$ cat src/rtl/mii_rx_pkg.sv
package mii_rx_pkg;
  localparam int NIB_W  = 4;
  localparam int BYTE_W = 2 * NIB_W;

  typedef struct packed {
    logic [BYTE_W-1:0] data;
    logic              sof;
    logic              eof;
    logic              err;
  } rx_beat_t;

  typedef enum logic [1:0] {
    ST_HUNT = 2'd0,
    ST_HALF = 2'd1,
    ST_DATA = 2'd2,
    ST_DROP = 2'd3
  } hunt_st_t;
endpackage

$ cat src/rtl/mii_sfd_hunt.sv
module mii_sfd_hunt
  import mii_rx_pkg::*;
#(
  parameter logic [NIB_W-1:0] SFD_LO = 4'h5,
  parameter logic [NIB_W-1:0] SFD_HI = 4'hD
) (
  input  logic             clk,
  input  logic             rst_n,
  input  logic             dv,
  input  logic [NIB_W-1:0] rxd,
  output logic             in_data
);
  hunt_st_t st_q, st_nx;
  logic     prev_bit_q;
  logic     pair00;

  // two adjacent zero bits in lsb-first order, including the boundary bit
  always_comb begin
    pair00 = !prev_bit_q && !rxd[0];
    for (int i = 1; i < NIB_W; i++) begin
      if (!rxd[i-1] && !rxd[i]) pair00 = 1'b1;
    end
  end

  always_comb begin
    st_nx = st_q;
    if (!dv) begin
      st_nx = ST_HUNT;
    end else begin
      unique case (st_q)
        ST_HUNT, ST_HALF: begin
          if (pair00)                           st_nx = ST_DROP;
          else if (st_q == ST_HALF && rxd == SFD_HI) st_nx = ST_DATA;
          else if (rxd == SFD_LO)               st_nx = ST_HALF;
          else                                  st_nx = ST_HUNT;
        end
        ST_DATA: st_nx = ST_DATA;
        ST_DROP: st_nx = ST_DROP;
        default: st_nx = ST_HUNT;
      endcase
    end
  end

  always_ff @(posedge clk) begin
    if (!rst_n) begin
      st_q       <= ST_HUNT;
      prev_bit_q <= 1'b1;
    end else begin
      st_q       <= st_nx;
      prev_bit_q <= dv ? rxd[NIB_W-1] : 1'b1;
    end
  end

  assign in_data = (st_q == ST_DATA);

  AST_ABORT_STICKY: assert property (@(posedge clk) disable iff (!rst_n)
    (st_q == ST_DROP && dv) |=> (st_q == ST_DROP));
  AST_DATA_KEEPS: assert property (@(posedge clk) disable iff (!rst_n)
    (in_data && dv) |=> in_data);
  AST_IDLE_RESTART: assert property (@(posedge clk) disable iff (!rst_n)
    !dv |=> (st_q == ST_HUNT));
endmodule

$ cat src/rtl/mii_nib_pack.sv
module mii_nib_pack
  import mii_rx_pkg::*;
(
  input  logic             clk,
  input  logic             rst_n,
  input  logic             dv,
  input  logic             in_data,
  input  logic [NIB_W-1:0] nib,
  output logic             push,
  output rx_beat_t         beat
);
  logic [NIB_W-1:0]  lo_q;
  logic              half_q;
  logic              pend_vld_q;
  logic [BYTE_W-1:0] pend_q;
  logic              pend_sof_q;
  logic              first_q;
  logic              take, fin;

  assign take = in_data && dv;
  assign fin  = in_data && !dv;

  // one byte is held back so the end marker can be attached when dv falls
  always_comb begin
    push      = pend_vld_q && ((take && half_q) || fin);
    beat.data = pend_q;
    beat.sof  = pend_sof_q;
    beat.eof  = fin;
    beat.err  = fin && half_q;
  end

  always_ff @(posedge clk) begin
    if (!rst_n) begin
      lo_q       <= '0;
      half_q     <= 1'b0;
      pend_vld_q <= 1'b0;
      pend_q     <= '0;
      pend_sof_q <= 1'b0;
      first_q    <= 1'b1;
    end else if (take) begin
      if (!half_q) begin
        lo_q   <= nib;
        half_q <= 1'b1;
      end else begin
        half_q     <= 1'b0;
        pend_q     <= {nib, lo_q};
        pend_vld_q <= 1'b1;
        pend_sof_q <= first_q;
        first_q    <= 1'b0;
      end
    end else begin
      half_q     <= 1'b0;
      pend_vld_q <= 1'b0;
      first_q    <= 1'b1;
    end
  end

  AST_ERR_ON_EOF: assert property (@(posedge clk) disable iff (!rst_n)
    (push && beat.err) |-> beat.eof);
  AST_EOF_AT_DROP: assert property (@(posedge clk) disable iff (!rst_n)
    (push && beat.eof) |-> !dv);
endmodule

$ cat src/rtl/mii_beat_fifo.sv
module mii_beat_fifo
  import mii_rx_pkg::*;
#(
  parameter int DEPTH = 4
) (
  input  logic     clk,
  input  logic     rst_n,
  input  logic     push,
  input  rx_beat_t din,
  output logic     out_valid,
  input  logic     out_ready,
  output rx_beat_t dout,
  output logic     ovf_drop
);
  localparam int AW = (DEPTH > 1) ? $clog2(DEPTH) : 1;
  localparam logic [AW-1:0] LAST = AW'(DEPTH - 1);
  localparam logic [AW:0]   FULLC = (AW + 1)'(DEPTH);

  rx_beat_t      slot [DEPTH];
  logic [AW-1:0] wr_ptr, rd_ptr;
  logic [AW:0]   count;
  logic          full, wr_en, rd_en;

  assign full      = (count == FULLC);
  assign wr_en     = push && !full;
  assign out_valid = (count != '0);
  assign rd_en     = out_valid && out_ready;
  assign dout      = slot[rd_ptr];

  for (genvar g = 0; g < DEPTH; g++) begin : g_slot
    always_ff @(posedge clk) begin
      if (!rst_n)                         slot[g] <= '0;
      else if (wr_en && wr_ptr == AW'(g)) slot[g] <= din;
    end
  end

  always_ff @(posedge clk) begin
    if (!rst_n) begin
      wr_ptr   <= '0;
      rd_ptr   <= '0;
      count    <= '0;
      ovf_drop <= 1'b0;
    end else begin
      if (wr_en) wr_ptr <= (wr_ptr == LAST) ? '0 : wr_ptr + 1'b1;
      if (rd_en) rd_ptr <= (rd_ptr == LAST) ? '0 : rd_ptr + 1'b1;
      unique case ({wr_en, rd_en})
        2'b10:   count <= count + 1'b1;
        2'b01:   count <= count - 1'b1;
        default: count <= count;
      endcase
      ovf_drop <= push && full;
    end
  end

  AST_NO_OVERFLOW: assert property (@(posedge clk) disable iff (!rst_n)
    count <= FULLC);
  AST_DROP_WHEN_FULL: assert property (@(posedge clk) disable iff (!rst_n)
    ovf_drop |-> ($past(count) == FULLC));
  AST_HOLD_STABLE: assert property (@(posedge clk) disable iff (!rst_n)
    (out_valid && !out_ready) |=> (out_valid && $stable(dout)));
endmodule

$ cat src/rtl/mii_rx_framer.sv
module mii_rx_framer
  import mii_rx_pkg::*;
#(
  parameter int               FIFO_DEPTH = 4,
  parameter logic [NIB_W-1:0] SFD_LO     = 4'h5,
  parameter logic [NIB_W-1:0] SFD_HI     = 4'hD
) (
  input  logic              clk,
  input  logic              rst_n,
  input  logic              mii_dv,
  input  logic [NIB_W-1:0]  mii_rxd,
  output logic              out_valid,
  input  logic              out_ready,
  output logic [BYTE_W-1:0] out_data,
  output logic              out_sof,
  output logic              out_eof,
  output logic              out_err,
  output logic              ovf_drop
);
  logic     in_data;
  logic     push;
  rx_beat_t beat_in, beat_out;

  mii_sfd_hunt #(.SFD_LO(SFD_LO), .SFD_HI(SFD_HI)) u_hunt (
    .clk(clk), .rst_n(rst_n), .dv(mii_dv), .rxd(mii_rxd), .in_data(in_data)
  );

  mii_nib_pack u_pack (
    .clk(clk), .rst_n(rst_n), .dv(mii_dv), .in_data(in_data), .nib(mii_rxd),
    .push(push), .beat(beat_in)
  );

  mii_beat_fifo #(.DEPTH(FIFO_DEPTH)) u_fifo (
    .clk(clk), .rst_n(rst_n), .push(push), .din(beat_in),
    .out_valid(out_valid), .out_ready(out_ready), .dout(beat_out),
    .ovf_drop(ovf_drop)
  );

  assign out_data = beat_out.data;
  assign out_sof  = beat_out.sof;
  assign out_eof  = beat_out.eof;
  assign out_err  = beat_out.err;

  AST_RESET_QUIET: assert property (@(posedge clk)
    !rst_n |=> (!out_valid && !ovf_drop));
endmodule

$ cat config.mk
export PLATFORM = sky130hd
export DESIGN_NAME = mii_rx_framer
export DESIGN_NICKNAME = d
export VERILOG_FILES = /design/src/rtl/mii_rx_pkg.sv /design/src/rtl/mii_sfd_hunt.sv /design/src/rtl/mii_nib_pack.sv /design/src/rtl/mii_beat_fifo.sv /design/src/rtl/mii_rx_framer.sv
export SDC_FILE = /design/constraint.sdc
export NUM_CORES = 1
export LEC_CHECK = 0
export ABC_CLOCK_PERIOD_IN_PS = 3100
export BUFFER_PORTS_ARGS = -buffer_cell sky130_fd_sc_hd__buf_4
export CORE_ASPECT_RATIO = 1.25
export CORE_MARGIN = 5
export CORE_UTILIZATION = 59
export DETAILED_ROUTE_END_ITERATION = 8
export PLACE_DENSITY = 0.78
export SLEW_MARGIN = 20
export SYNTH_ARGS = -nofsm -noshare
export SYNTH_HDL_FRONTEND = slang
export SYNTH_SLANG_ARGS = --single-unit
$ cat constraint.sdc
create_clock -name clk -period 3.1 [get_ports clk]
set_input_delay 0.62 -clock clk [delete_from_list [all_inputs] [get_ports clk]]
set_output_delay 0.62 -clock clk [all_outputs]
set_load 0.01 [all_outputs]
# Word level (Yosys, flattened, before mapping)
# Memories as Yosys holds them, arrays and structs flattened. A register that Yosys moved wholly into a read port is not among the register bits.
# Index checks and enable logic that the tools add are counted.
# W data, S select, Z words.
[word_totals]
regBits = 27
input_bits = 8
ram_bits = 44
mem_count = 1
[classes]
reduce_logical = 34
muxes = 30
eq_ne = 12
n_bitwise = 5
n_addsub = 4
[mem_list]
columns = ["name", "depth", "word_bits", "rd", "rd_clocked_by_memory_dff", "wr", "line_no", "source"]
rows = [
  ["u_fifo.slot", 4, 11, 1, 1, 4, "mii_beat_fifo.sv:19", "rx_beat_t slot [DEPTH];"],
]
[ops]
columns = ["cell", "n"]
rows = [
  ["$mux W11", 4],
  ["$mux W1", 18],
  ["$logic_and A1 B1 Y1", 17],
  ["$eq A2 B2 Y1 const B", 6],
  ["$mux W2", 6],
  ["$reduce_and A2 Y1", 4],
  ["$logic_not A1 Y1", 7],
  ["$eq A2 B1 Y1 const B", 3],
  ["$pmux W2 S3", 1],
  ["$pmux W3 S2", 1],
  ["$add A2 B1 Y2 const B", 2],
  ["$eq A4 B3 Y1 const B", 1],
  ["$eq A4 B4 Y1 const B", 1],
  ["$logic_not A2 Y1", 2],
  ["$or A1 B1 Y1", 4],
  ["$add A3 B1 Y3 const B", 1],
  ["$eq A3 B3 Y1 const B", 1],
  ["$reduce_bool A3 Y1", 1],
  ["$sub A3 B1 Y3 const B", 1],
  ["$reduce_bool A2 Y1", 1],
  ["$reduce_or A2 Y1", 1],
  ["$logic_or A1 B1 Y1", 1],
  ["$not A1 Y1", 1],
]

# Depth between registers and ports, before layout
[depth]
word_depth = 11
mapped_depth = 9
mapped_depth_nobuf = 8

# Modules after synthesis
# Synthesis repeated with hierarchy kept, for this count alone.
[unflattened]
hier_cells = 247
area_unflattened_um2 = 3261.9
[by_module_without_submodules]
columns = ["module", "seq_area_each_um2", "cells_each", "area_each_um2", "instances"]
rows = [
  ["mii_beat_fifo", 1521.5, 169, 2488.6, 1],
  ["mii_nib_pack", 320.3, 65, 644.4, 1],
  ["mii_sfd_hunt", 60.1, 13, 128.9, 1],
]

# Worst setup path after synthesis
# Ideal clock, no wire load.
[synth_path]
path_type = "register to register"
startpoint = "reg u_fifo.count[0]"
endpoint = "reg u_fifo.count[2]"
synth_period_minus_slack_ns = 2.237
stages_incl_launch_ff = 9
n_path_buf = 0
t_required_ns = 3.029
arrival_ns = 2.166
setup_ns = 0.071
path_slack_ns = 0.863
cell_sequence = "dfxtp_1 -> or3b_4 -> nand3_2 -> ha_1 -> inv_1 -> fa_1 -> xor2_1 -> or3_2 -> a21oi_1"
[synth_between]
elab_chain_len = 5
[synth_rtl]
columns = ["element", "line_no", "source"]
rows = [
  ["start, declared", "mii_beat_fifo.sv:21", "logic [AW:0] count;"],
  ["start signal, assigned", "mii_beat_fifo.sv:47", "2'b10: count <= count + 1'b1;"],
  ["start signal, assigned", "mii_beat_fifo.sv:48", "2'b01: count <= count - 1'b1;"],
  ["start signal, assigned", "mii_beat_fifo.sv:49", "default: count <= count;"],
  ["$eq A3 B3 Y1", "mii_beat_fifo.sv:24", "assign full = (count == FULLC);"],
  ["$logic_not A1 Y1", "mii_beat_fifo.sv:25", "assign wr_en = push && !full;"],
  ["$logic_and A1 B1 Y1", "mii_beat_fifo.sv:25", ""],
  ["$eq A2 B1 Y1 or $eq A2 B2 Y1 (tied branches)", "mii_beat_fifo.sv:46", "unique case ({wr_en, rd_en})"],
  ["$pmux W3 S2 or $reduce_bool A2 Y1 (tied branches)", "--", ""],
]
# Parallel ways exist; a longest one is shown, timed or not.
# A chain may end at the register's enable or synchronous reset.

==> flow_metrics.env <==
export IMPL_post_route_period_util_pct=82.2
export IMPL_grt_setup_unrepaired="no"
export IMPL_avgSynthCellArea_um2=12.3
export IMPL_path_cells="mux4_2 > buf_4"
export IMPL_root_buffer="clkbuf_8"
export IMPL_place_area_mm2=0.00334
export IMPL_ff2ff_setup_slack_ns=0.66
export IMPL_syn_to_final_growth_pct=13.2
export IMPL_grt_pass1_wl_um=9890
export IMPL_cts_buffers=9
export IMPL_core_mm2=0.00512
export IMPL_die_area_mm2=0.00691
export IMPL_nNetsFinal=295
export IMPL_synth_most_common_cell="edfxtp_1"
export IMPL_first_pass_iters=4
export IMPL_synth_edf_count=44
export IMPL_synth_seq_area_share_pct=60.4
export IMPL_finalNonFillerCells=347
export IMPL_synth_cells_most_frequent="44 x edfxtp_1, 38 x nor3_1, 29 x dfxtp_1"
export IMPL_start_util_pct=61.6
export IMPL_num_antenna_cells=0
export IMPL_routed_wl_um=5870
export IMPL_pwr_share_clk_pct=42.2
export IMPL_die_x_um=75.4
export IMPL_clk_latency_ns=0.34
export IMPL_place_inst=331
export IMPL_via_count=1992
export IMPL_combPwrFrac_pct=3.5
export IMPL_max_freq_mhz=392
export IMPL_rows=29
export IMPL_final_hold_viol_count=0
export IMPL_peakVddDrop_uv=305
export IMPL_synth_seq_cells=73
export IMPL_slew_viol_final=0
export IMPL_synth_top_cell_by_area="edfxtp_1"
export IMPL_grt_overflow=0
export IMPL_yosys_warnings=0
export IMPL_leakage_nw=1.25
export IMPL_drive_gt1_share_pct=21.4
export IMPL_cts_resized_gates=0
export IMPL_grt_max_degree=37
export IMPL_status="completed"
export IMPL_io_pins=21
export IMPL_htreeDepth=3
export IMPL_cts_tree="yes"
export IMPL_die_y_um=91.7
export IMPL_cp_slowest_stage_delay_ns=0.80
export IMPL_power_density_mw_per_mm2=547
export IMPL_synth_ff_type="edfxtp_1"
export IMPL_synthCells=256
export IMPL_grt_pass1_vias=2049
export IMPL_hpwl_um=3950
export IMPL_worstMarginPinSlew_ns=0.726
export IMPL_min_period_ns=2.55
export IMPL_final_area_mm2=0.00357
export IMPL_switching_share_pct=21.1
export IMPL_crit_path_end_kind="output pin"
export IMPL_drtAntennaViolNets=0
export IMPL_intPower_mw=1.54
export IMPL_grt_total_usage_pct=19.1
export IMPL_portBuffers=20
export IMPL_cp_slowest_cell="dfxtp_1"
export IMPL_setup_viol=0
export IMPL_wl_per_cell_um=16.9
export IMPL_required_ns=2.48
export IMPL_syn_nets=271
export IMPL_crit_arrival_ns=1.93
export IMPL_synth_cell_area_mm2=0.00315
export IMPL_drc=0
export IMPL_yosys_cell_types_count=40
export IMPL_startpoint_type="flop"
export IMPL_fin_skew_ns=0.00823
export IMPL_initialDrtViolationCount=196
export IMPL_path_clk_slew_ns=0.08
export IMPL_viasPerCell=5.74
export IMPL_hp_class="reg -> reg"
export IMPL_slew_headroom_pct=51.6
export IMPL_gp_congestion=0.738
export IMPL_antenna_found_initial=0
export IMPL_ctsLongestPathBuffers=2
export IMPL_postCtsSetupBuffers=0
export IMPL_netlist_area_leader_share_pct=41.9
export IMPL_worst_path_max_fanout=11
export IMPL_seq_power_share_pct=54.3
export IMPL_power_switching_mw=0.411
export IMPL_async_flop_share_pct=0
export IMPL_ys_top_cells_by_area="edfxtp_1 42%, dfxtp_1 18%, mux4_2 7.9%"
export IMPL_cts_sinks=73
export IMPL_drv_cap=0
export IMPL_tns_ns=0
export IMPL_hold_buffers=0
export IMPL_critPathKind="reg -> out"
## stage by stage
step / util, % / setup slack, ns / hold WS [ns] / power (mW)
after floorplan: - / 0.863 / 0.430 / 1.12
after global placement: 65.3 / 0.660 / 0.440 / 1.15
after detailed placement: 65.3 / 0.578 / 0.448 / 1.15
after CTS: 69.7 / 0.491 / 0.459 / 1.96
after global routing: 69.7 / 0.379 / 0.480 / 2.02
final: 69.7 / 0.552 / 0.459 / 1.95
## area by class of cell
| class | instances | area, µm² |
|---|---|---|
| Clock buffer | 9 | 124 |
| Clock inverter | 7 | 103 |
| Fill cell | 349 | 1550 |
| Inverter | 21 | 78.8 |
| Multi-Input combinational cell | 150 | 1090 |
| Sequential cell | 73 | 1900 |
| Tap cell | 62 | 77.6 |
| Timing Repair Buffer | 25 | 188 |
## critical path: cells and delay by family, from the launching register on
| kind | cells | cell delay (ns) |
|---|---|---|
| flops | 1 | 0.80 |
| buf+inv | 1 | 0.17 |
| mux | 1 | 0.61 |
## worst paths after layout
path                                       start          endpoint  cells past startpoint
worst max-delay path                        flop           out_err                      2
worst max register to register   u_fifo.count[2]   u_fifo.count[2]                      8
worst min-delay path            u_pack.pend_q[1]  u_pack.pend_q[1]                      2
worst min register to register  u_pack.pend_q[1]  u_pack.pend_q[1]                      2
## cells in the final DEF (no fill, tap or decap), drive strengths merged, types with 2 or more instances in the layout
cell type	count
nor2	9
nor3	39
edfxtp	44
nand2b	2
a21oi	16
mux2i	7
mux4	11
o21ai	6
and4b	2
and3	4
buf	25
ha	6
clkbuf	9
dfxtp	29
xor2	2
inv	19
nand4	2
and2	4
clkinv	6
nand3	3
nand2	24
or3	3
bufinv	2
## routing by layer
layer  vias up  GRT usage (%)  wire length [µm]
li1        971              -                 -
met1       948           23.4              2290
met2        64           31.6              3140
met3         9           5.03               337
met4         0           7.43                99
met5         -              0                 0
## sequential cells by signal (all words and copies together) (netlist names), named ones only
name and count:
u_fifo.count 3, u_pack.pend_q 8, u_hunt.st_q 1, u_fifo.rd_ptr 2, u_fifo.slot 44, u_pack.half_q 1
u_fifo.wr_ptr 2, u_pack.lo_q 4, u_fifo.ovf_drop 1, u_hunt.prev_bit_q 1, u_pack.pend_sof_q 1, u_pack.pend_vld_q 1
u_pack.first_q 1
## power by group through the flow
stage / Combinational [mW] / Clock [mW] / Sequential, mW
after global routing: 0.0738 / 0.885 / 1.06
final: 0.0681 / 0.823 / 1.06
after detailed placement: 0.0687 / 0 / 1.08
after floorplan: 0.0377 / 0 / 1.08
after global placement: 0.0675 / 0 / 1.08
after CTS: 0.0689 / 0.830 / 1.06
## cell families after synthesis
kind of cell	synth area share (%)
DFF	60.4
xor gates and xnor gates	0.556
AOI/OAI and AO/OA	3.97
and+or+nand+nor	17.1
adders and majority gates	3.02
buffers and inverters	4.88
muxes	10.1
Note: power is estimated with default switching activity, not from simulation.
